### src/rtl/lcd_raster_pkg.sv
package lcd_raster_pkg;
  localparam int FIELD_W = 16;
  localparam int NPH     = 5;

  // order is behaviour: the scan visits phases in ascending value
  typedef enum logic [2:0] {
    PH_LEAD  = 3'd0,
    PH_SYNC  = 3'd1,
    PH_BACK  = 3'd2,
    PH_ACT   = 3'd3,
    PH_FRONT = 3'd4
  } phase_e;

  typedef logic [FIELD_W-1:0]          len_t;
  typedef logic [NPH-1:0][FIELD_W-1:0] axis_len_t;
endpackage

### src/rtl/lcd_cfg_shadow.sv
module lcd_cfg_shadow
  import lcd_raster_pkg::*;
(
  input  logic      clk_i,
  input  logic      rst_ni,
  input  logic      load_i,
  input  logic [31:0] lead_i,
  input  logic [31:0] sync_len_i,
  input  logic [31:0] back_len_i,
  input  logic [31:0] front_len_i,
  input  logic [31:0] size_i,
  input  logic      hs_inv_i,
  input  logic      vs_inv_i,
  output axis_len_t raw_h_o,
  output axis_len_t raw_v_o,
  output axis_len_t cur_h_o,
  output axis_len_t cur_v_o,
  output logic      hs_inv_o,
  output logic      vs_inv_o
);
  localparam int HI = 2 * FIELD_W - 1;

  always_comb begin
    raw_h_o[PH_LEAD]  = lead_i[FIELD_W-1:0];
    raw_h_o[PH_SYNC]  = sync_len_i[FIELD_W-1:0];
    raw_h_o[PH_BACK]  = back_len_i[FIELD_W-1:0];
    raw_h_o[PH_ACT]   = size_i[FIELD_W-1:0];
    raw_h_o[PH_FRONT] = front_len_i[FIELD_W-1:0];
    raw_v_o[PH_LEAD]  = lead_i[HI:FIELD_W];
    raw_v_o[PH_SYNC]  = sync_len_i[HI:FIELD_W];
    raw_v_o[PH_BACK]  = back_len_i[HI:FIELD_W];
    raw_v_o[PH_ACT]   = size_i[HI:FIELD_W];
    raw_v_o[PH_FRONT] = front_len_i[HI:FIELD_W];
  end

  always_ff @(posedge clk_i or negedge rst_ni) begin
    if (!rst_ni) begin
      cur_h_o  <= '0;
      cur_v_o  <= '0;
      hs_inv_o <= 1'b0;
      vs_inv_o <= 1'b0;
    end else if (load_i) begin
      cur_h_o  <= raw_h_o;
      cur_v_o  <= raw_v_o;
      hs_inv_o <= hs_inv_i;
      vs_inv_o <= vs_inv_i;
    end
  end
endmodule

### src/rtl/lcd_axis_seq.sv
module lcd_axis_seq
  import lcd_raster_pkg::*;
(
  input  logic      clk_i,
  input  logic      rst_ni,
  input  logic      restart_i,
  input  logic      step_i,
  input  axis_len_t cur_len_i,
  input  axis_len_t start_len_i,
  output phase_e    phase_o,
  output len_t      cnt_o,
  output logic      end_o
);
  phase_e phase_q, nxt_ph, st_ph;
  len_t   cnt_q;
  logic   nxt_found, st_found, last_cnt;

  // next non-empty phase after the current one, and first non-empty from the top
  always_comb begin
    nxt_found = 1'b0;
    nxt_ph    = phase_q;
    st_found  = 1'b0;
    st_ph     = PH_ACT;
    for (int i = 0; i < NPH; i++) begin
      if (!nxt_found && i > int'(phase_q) && cur_len_i[i] != '0) begin
        nxt_found = 1'b1;
        nxt_ph    = phase_e'(3'(i));
      end
      if (!st_found && start_len_i[i] != '0) begin
        st_found = 1'b1;
        st_ph    = phase_e'(3'(i));
      end
    end
  end

  assign last_cnt = (cnt_q == cur_len_i[phase_q] - 1'b1);
  assign end_o    = last_cnt && !nxt_found;

  always_ff @(posedge clk_i or negedge rst_ni) begin
    if (!rst_ni) begin
      phase_q <= PH_LEAD;
      cnt_q   <= '0;
    end else if (restart_i || (step_i && end_o)) begin
      phase_q <= st_ph;
      cnt_q   <= '0;
    end else if (step_i && last_cnt) begin
      phase_q <= nxt_ph;
      cnt_q   <= '0;
    end else if (step_i) begin
      cnt_q   <= cnt_q + 1'b1;
    end
  end

  assign phase_o = phase_q;
  assign cnt_o   = cnt_q;

  assert_step_order_R2: assert property (@(posedge clk_i) disable iff (!rst_ni)
    (step_i && last_cnt && !end_o && !restart_i) |=> (phase_q > $past(phase_q)));

  assert_skip_zero_R6: assert property (@(posedge clk_i) disable iff (!rst_ni)
    (step_i && last_cnt && !end_o && !restart_i) |=> (cur_len_i[phase_q] != '0));

  assert_cnt_bound_R3: assert property (@(posedge clk_i) disable iff (!rst_ni)
    (cur_len_i[phase_q] != '0) |-> (cnt_q < cur_len_i[phase_q]));
endmodule

### src/rtl/lcd_raster_gen.sv
module lcd_raster_gen
  import lcd_raster_pkg::*;
#(
  parameter int MAX_W = 1366,
  parameter int MAX_H = 768
) (
  input  logic                     clk_i,
  input  logic                     rst_ni,
  input  logic                     pix_en_i,
  input  logic [31:0]              lead_i,
  input  logic [31:0]              sync_len_i,
  input  logic [31:0]              back_len_i,
  input  logic [31:0]              front_len_i,
  input  logic [31:0]              size_i,
  input  logic                     hs_inv_i,
  input  logic                     vs_inv_i,
  output logic                     hsync_o,
  output logic                     vsync_o,
  output logic                     de_o,
  output logic [$clog2(MAX_W)-1:0] x_o,
  output logic [$clog2(MAX_H)-1:0] y_o
);
  localparam int XW = $clog2(MAX_W);
  localparam int YW = $clog2(MAX_H);

  axis_len_t raw_h, raw_v, cur_h, cur_v, start_h, start_v;
  logic      hs_inv, vs_inv;
  logic      loaded_q, start, h_step, h_wrap, frame_end, use_raw, cfg_load;
  logic      h_end, v_end;
  phase_e    h_ph, v_ph;
  len_t      h_cnt, v_cnt;

  assign start     = pix_en_i && !loaded_q;
  assign h_step    = pix_en_i && loaded_q;
  assign h_wrap    = h_step && h_end;
  assign frame_end = h_wrap && v_end;
  assign use_raw   = !loaded_q || frame_end;
  assign cfg_load  = start || frame_end;
  assign start_h   = use_raw ? raw_h : cur_h;
  assign start_v   = use_raw ? raw_v : cur_v;

  always_ff @(posedge clk_i or negedge rst_ni) begin
    if (!rst_ni)    loaded_q <= 1'b0;
    else if (start) loaded_q <= 1'b1;
  end

  lcd_cfg_shadow i_shadow (
    .clk_i       (clk_i),
    .rst_ni      (rst_ni),
    .load_i      (cfg_load),
    .lead_i      (lead_i),
    .sync_len_i  (sync_len_i),
    .back_len_i  (back_len_i),
    .front_len_i (front_len_i),
    .size_i      (size_i),
    .hs_inv_i    (hs_inv_i),
    .vs_inv_i    (vs_inv_i),
    .raw_h_o     (raw_h),
    .raw_v_o     (raw_v),
    .cur_h_o     (cur_h),
    .cur_v_o     (cur_v),
    .hs_inv_o    (hs_inv),
    .vs_inv_o    (vs_inv)
  );

  lcd_axis_seq i_h_axis (
    .clk_i       (clk_i),
    .rst_ni      (rst_ni),
    .restart_i   (start),
    .step_i      (h_step),
    .cur_len_i   (cur_h),
    .start_len_i (start_h),
    .phase_o     (h_ph),
    .cnt_o       (h_cnt),
    .end_o       (h_end)
  );

  lcd_axis_seq i_v_axis (
    .clk_i       (clk_i),
    .rst_ni      (rst_ni),
    .restart_i   (start),
    .step_i      (h_wrap),
    .cur_len_i   (cur_v),
    .start_len_i (start_v),
    .phase_o     (v_ph),
    .cnt_o       (v_cnt),
    .end_o       (v_end)
  );

  always_comb begin
    hsync_o = loaded_q && ((h_ph == PH_SYNC) ^ hs_inv);
    vsync_o = loaded_q && ((v_ph == PH_SYNC) ^ vs_inv);
    de_o    = loaded_q && (h_ph == PH_ACT) && (v_ph == PH_ACT);
    x_o     = (loaded_q && h_ph == PH_ACT) ? h_cnt[XW-1:0] : '0;
    y_o     = (loaded_q && v_ph == PH_ACT) ? v_cnt[YW-1:0] : '0;
  end

  assert_freeze_R10: assert property (@(posedge clk_i) disable iff (!rst_ni)
    !pix_en_i |=> ($stable(hsync_o) && $stable(vsync_o) && $stable(de_o)
                   && $stable(x_o) && $stable(y_o)));

  assert_de_bound_R5: assert property (@(posedge clk_i) disable iff (!rst_ni)
    de_o |-> (XW'(x_o) < cur_h[PH_ACT] && YW'(y_o) < cur_v[PH_ACT]));

  assert_idle_R9: assert property (@(posedge clk_i) disable iff (!rst_ni)
    !loaded_q |-> !(hsync_o || vsync_o || de_o));

  assert_sync_no_de_R5: assert property (@(posedge clk_i) disable iff (!rst_ni)
    (loaded_q && (hsync_o ^ hs_inv)) |-> !de_o);
endmodule

### config.mk
export PLATFORM = sky130hd
export DESIGN_NAME = lcd_raster_gen
export DESIGN_NICKNAME = d
export VERILOG_FILES = /design/src/rtl/lcd_raster_pkg.sv /design/src/rtl/lcd_cfg_shadow.sv /design/src/rtl/lcd_axis_seq.sv /design/src/rtl/lcd_raster_gen.sv
export SDC_FILE = /design/constraint.sdc
export NUM_CORES = 1
export LEC_CHECK = 0
export ABC_AREA = 1
export BUFFER_PORTS_ARGS = -buffer_cell sky130_fd_sc_hd__buf_2
export CORE_MARGIN = 1
export CORE_UTILIZATION = 62
export DETAILED_ROUTE_END_ITERATION = 8
export GPL_TIMING_DRIVEN = 0
export PLACE_DENSITY_LB_ADDON = 0.05
export SLEW_MARGIN = 10
export SYNTH_ARGS = -nofsm -noshare
export SYNTH_HDL_FRONTEND = slang
export SYNTH_SLANG_ARGS = --single-unit
export TNS_END_PERCENT = 30
### constraint.sdc
create_clock -name clk_i -period 9.4 [get_ports clk_i]
set_clock_uncertainty 0.15 [all_clocks]
set_input_delay 0.94 -clock clk_i [delete_from_list [all_inputs] [get_ports clk_i]]
set_output_delay 0.94 -clock clk_i [all_outputs]
set_load 0.005 [all_outputs]
* Yosys cells after proc, flatten, opt, wreduce, memory -nomap -nowiden *
Index checks and enable logic that the tools add are counted.

operators by class
  bitwise operators = 2
  add/sub/neg operators = 4
  $lt $le $gt $ge = 10
  divide/modulo/power cells = 0
  shift-type cells = 0
  $mul = 0
  multiplexer cells = 52
  reduce and logical (&&, ||, !) cells = 81
  equal/unequal tests = 6

operators by type and width
  cell                   count
  $reduce_bool 16->1     18
  $mux 80                2
  $mux 16                8
  $bmux 16 s3            2
  $mux 3                 20
  $logic_and 1x1->1      35
  $add 16x1->16 const B  2
  $eq 16x16->1           2
  $sub 16x1->16 const B  2
  $logic_not 1->1        17
  $mux 1                 16
  $gt 2x3->1 const A     4
  $mux 11                1
  $mux 10                1
  $reduce_bool 5->1      2
  $lt 3x4->1 const B     2
  $eq 3x1->1 const B     2
  $eq 3x2->1 const B     2
  $gt 1x3->1 const A     2
  $gt 3x3->1 const A     2
  $reduce_bool 3->1      2
  $mux 2                 2
  $reduce_and 2->1       2
  $reduce_bool 2->1      2
  2 further kinds        5

storage, ports and cells
  input port bits = 165
  memories = 0
  bits in read-only memories = 0
  bits in latches = 0
  register bits = 201
  memory bits (writable) = 0

* Depth between registers and ports, before layout *
  depth after elaboration = 36
  depth in mapped cells = 31
  mapped depth without buffers = 28

* Cells and area by module *
A second synthesis with hierarchy kept.

unflattened totals
  cells, all modules = 2496
  area, all modules = 15872.7 µm²

by module, submodules not included
  module                   cells each  times used  area each (µm²)
  lcd_cfg_shadow           844         1           7347.0
  lcd_axis_seq (i_h_axis)  527         1           3007.9
  lcd_axis_seq (i_v_axis)  518         1           2924.1
  lcd_raster_gen           607         1           2593.7

* Worst setup path before layout *
OpenSTA, ideal clock, no wires.

  kind = reg2reg
  start = reg i_h_axis.phase_q[0], in the netlist i_h_axis.phase_o[0]
  end = reg i_v_axis.cnt_q[14], in the netlist i_v_axis.cnt_o[14]
  setup time = 0.119 ns
  period minus slack after synthesis = 3.250 ns
  path slack = 6.150 ns
  stages on the path, launching flop included = 23
  arrival time = 2.981 ns
  path through = dfrtp_1 buf_4 nor3_4 nand2_1 nand2_1 inv_2 ha_1 nand2_1 inv_1 nor3_1 nand3_1 nand3b_1 nor2_1 nand4_1 nor2_4 nand2_2 o21ai_2 buf_4 nand3_2 nor4_4 nand3_1 nand2_1 nor2_1

between the ends
  cells in the longest elaborated chain, start to end = 21

ends and longest elaborated chain
  element                                                                 RTL line                                RTL
  start, declared                                                         lcd_axis_seq.sv:14                      phase_e phase_q, nxt_ph, st_ph;
  start signal, assigned                                                  lcd_axis_seq.sv:44                      phase_q <= st_ph;
  start signal, assigned                                                  lcd_axis_seq.sv:47                      phase_q <= nxt_ph;
  parallel branches: the longest is 16 deep, another holds $sub 16x1->16  -
  $logic_and 1x1->1 *                                                     lcd_axis_seq.sv:37                      assign end_o = last_cnt && !nxt_found;
  $logic_and 1x1->1 *                                                     lcd_raster_gen.sv:35                    assign h_wrap = h_step && h_end;
  $logic_and 1x1->1, on equally long branches                             lcd_axis_seq.sv:46, lcd_axis_seq.sv:43
  $mux 16 or $logic_or 1x1->1 (tied branches)                             lcd_axis_seq.sv:46, lcd_axis_seq.sv:43
  $mux 16 or $reduce_bool 3->1 (tied branches)                            -
  end signal, assigned                                                    lcd_axis_seq.sv:50                      cnt_q <= cnt_q + 1'b1;
  end, declared                                                           lcd_axis_seq.sv:15                      len_t cnt_q;

Every way passes the cells marked *. The select of a mux whose other input is x is not followed.
A chain may end at the register's enable or synchronous reset.

* Worst setup path after layout *
  start = reg i_h_axis.phase_q[0], in the netlist i_h_axis.phase_o[0]
  end = reg i_shadow.cur_h_o[66] (netlist bit)

between the ends
  cells in the longest elaborated chain, start to end = 20

ends and longest elaborated chain
  element                                                                 RTL line              RTL
  parallel branches: the longest is 16 deep, another holds $sub 16x1->16  -
  $logic_and 1x1->1 *                                                     lcd_axis_seq.sv:37
  $logic_and 1x1->1 *                                                     lcd_raster_gen.sv:35
  $logic_and 1x1->1 *                                                     lcd_raster_gen.sv:36  assign frame_end = h_wrap && v_end;
  $logic_or 1x1->1 *                                                      lcd_raster_gen.sv:38  assign cfg_load = start || frame_end;
  end signal, assigned                                                    lcd_cfg_shadow.sv:43  cur_h_o <= raw_h_o;
  end, declared                                                           lcd_cfg_shadow.sv:16  output axis_len_t cur_h_o,

Marked as above.

==> impl_metrics.tcl <==
set metrics [dict create \
    synth-main-ff-cell "dfrtp_1" \
    post-route-min-period_ns 4.16 \
    antenna_found_initial 0 \
    cts.clk_slew.worst_paths_ns 0.06 \
    cp-start-kind "register" \
    whs_ns 0.182 \
    syn-num-nets 1935 \
    slew_headroom 0.467 \
    ys_types 47 \
    grt_max_degree 82 \
    met3_length_um 4240 \
    cts_buffers 23 \
    design.core.area_um2 19000 \
    drv_slew 0 \
    antenna_cells 0 \
    drive_gt1_frac 0.161 \
    yosysWarnings 0 \
    syn_to_final_growth_pct 17.0 \
    cp.required_ns 9.71 \
    route.antenna.remaining_nets 0 \
    initial_utilization 0.642 \
    worstPathMaxFanout 10 \
    die_w_um 142 \
    track_usage 0.393 \
    synth_edf_count 0 \
    muxShareOfSynthArea 0 \
    max_freq_mhz 241 \
    ir_drop_uv 168 \
    clockBufferDepth 3 \
    path_delay_family "simple AND/OR/NAND/NOR gates" \
    power_density_nw_per_um2 160 \
    rows 50 \
    crit_start "i_h_axis.phase_o[0]" \
    drc 0 \
    hpwl_um 30100 \
    grt_pass1_wl_um 61300 \
    finalHoldViolCount 0 \
    gp_congestion 0.997 \
    dieHeight_um 142 \
    rr_startpoint "i_h_axis.phase_o[0]" \
    r2r-end "i_shadow.cur_h_o[66]" \
    ctsHoldBuffers 0 \
    leakage_nw 7.40 \
    wl_met2_um 17000 \
    tightest_slew_ns 0.793 \
    synth-xor-area-share 0.0215 \
    fin_setup_tns_ns 0 \
    synthAdderAreaFrac 0.00410 \
    cts_root_buf "clkbuf_16" \
    cts_resized 0 \
    ys_seq_area_frac 0.412 \
    synth-compound-area-share 0.0585 \
    fin_crit_sh 0.442 \
    end_kind "register" \
    drt-total-wl_um 38900 \
    syn_inst 1766 \
    synth_top_family_by_area "simple AND/OR/NAND/NOR gates" \
    boundaryPins 189 \
    grt_overflow 0 \
    yosys.area_share.simple 0.425 \
    vias_per_cell 5.72 \
    finalSetupViolCount 0 \
    slowest_delay_ns 0.35 \
    clk_latency_ns 0.53 \
    dieArea_um2 20300 \
    num-nets-final 2149 \
    cts_tree "yes" \
    m1WireLength_um 16600 \
    vias 12900 \
    worstPathArrival_ns 4.47 \
    status "finished, final reports clean" \
    synth-seq-cells 201 \
    first_pass_iters 6 \
    async_flop_share 1.00 \
    cp.buffers_inverters 9 \
    synth_area_um2 12200 \
    critical_path.most_common_cell "nand2_1" \
    grt_pass1_vias 12000 \
    drv_cap 0 \
    critical_path_class "register to register" \
    crit_slowest_cell "dfrtp_1" \
    maxUsedRoutingLayer "met4" \
    rsz0062_at_grt "no" \
    rrSetupSlack_ns 5.24 \
    cts_num_sinks 201 \
    drt-initial-drc-count 1211 \
    reg2regPathDepth 25 \
    cts_setup_buffers 0 \
    nFillCells 1531 \
    wl_per_cell_um 17.2 \
    hold_class "input port to asynchronous set/reset pin" \
    htreeDepth 1 \
    portBuffers 187 \
    syn_area_per_cell_um2 6.92 \
]
cell usage after synthesis, types with 14 or more instances:
library cell,n,area [um^2]
nand2_1,708,2660
dfrtp_1,201,5030
nand3_1,138,691
inv_1,137,514
nor2_1,136,510
nor4_1,70,438
o21ai_1,60,300
nor3_1,36,180
nand4_1,34,213
a21oi_1,28,140
xor2_1,27,236
clkbuf_1,22,82.6
buf_4,20,150
buf_2,18,90.1
nand3b_1,15,113
o211ai_1,15,113
o21ai_0,15,75.1
nor2_2,14,87.6
through the flow:
stage,cell area [um^2],worst slack [ns],std cells,power (mW),util
2_1_floorplan,12200,6.15,1766,1.24,-
3_3_place_gp,13500,3.97,2213,1.38,0.709
3_5_place_dp,13500,5.31,2215,1.40,0.712
4_1_cts,14300,5.28,2256,2.28,0.752
5_1_grt,14300,4.82,2256,2.39,0.752
6_report,14300,5.24,2256,2.29,0.752
kinds of logic after synthesis:
kind of cell,count (synthesis)
flops,201
buf+inv,220
simple gates,1183
xor+xnor,30
fa+ha+maj,4
compound gates,128
flip-flops by register name, indices dropped and copies added, names as in the netlist:
signal	cells
i_h_axis.cnt_o	16
i_h_axis.phase_o	3
i_shadow.cur_h_o	80
i_shadow.cur_v_o	80
i_shadow.hs_inv_o	1
i_shadow.vs_inv_o	1
i_v_axis.cnt_o	16
i_v_axis.phase_o	3
loaded_q	1
power by group:
group	internal, mW	switching, mW	total [mW]
clock network	0.534	0.365	0.899
registers	0.922	0.0581	0.980
logic	0.146	0.268	0.414
worst max-delay path by stage:
stage | cells after the start | slack, ns | endpoint
6_report | 25 | 5.24 | i_shadow.cur_h_o[66]
5_1_grt | 25 | 4.82 | i_shadow.cur_h_o[74]
4_1_cts | 25 | 5.28 | i_shadow.cur_h_o[78]
3_5_place_dp | 24 | 5.31 | i_shadow.cur_h_o[65]
3_3_place_gp | 1 | 3.97 | i_shadow.cur_h_o[39]
2_1_floorplan | 22 | 6.15 | i_v_axis.cnt_o[14]
layout by cell type (no fill, tap or decap), types with 28 or more instances in the layout:
| cell type | instances |
|---|---|
| nand2_1 | 708 |
| buf_2 | 204 |
| dfrtp_1 | 201 |
| nand3_1 | 138 |
| inv_1 | 137 |
| nor2_1 | 136 |
| nor4_1 | 70 |
| o21ai_1 | 60 |
| nor3_1 | 36 |
| nand4_1 | 34 |
| a21oi_1 | 28 |
cell type report:
type,count,area [um^2],share of cell area
Multi-Input combinational cell,1345,6220,0.435
Sequential cell,201,5030,0.352
Timing Repair Buffer,189,1000,0.0700
Clock buffer,35,691,0.0483
Inverter,153,577,0.0403
Buffer,67,394,0.0276
Tap cell,260,325,0.0228
Clock inverter,6,65.1,0.00455
metal layers:
metal	GRT usage	up-vias
met2	0.601	677
met4	0.124	0
met5	0	-
li1	-	6165
met3	0.0929	73
met1	0.552	5987
(Power assumes the default switching activity.)
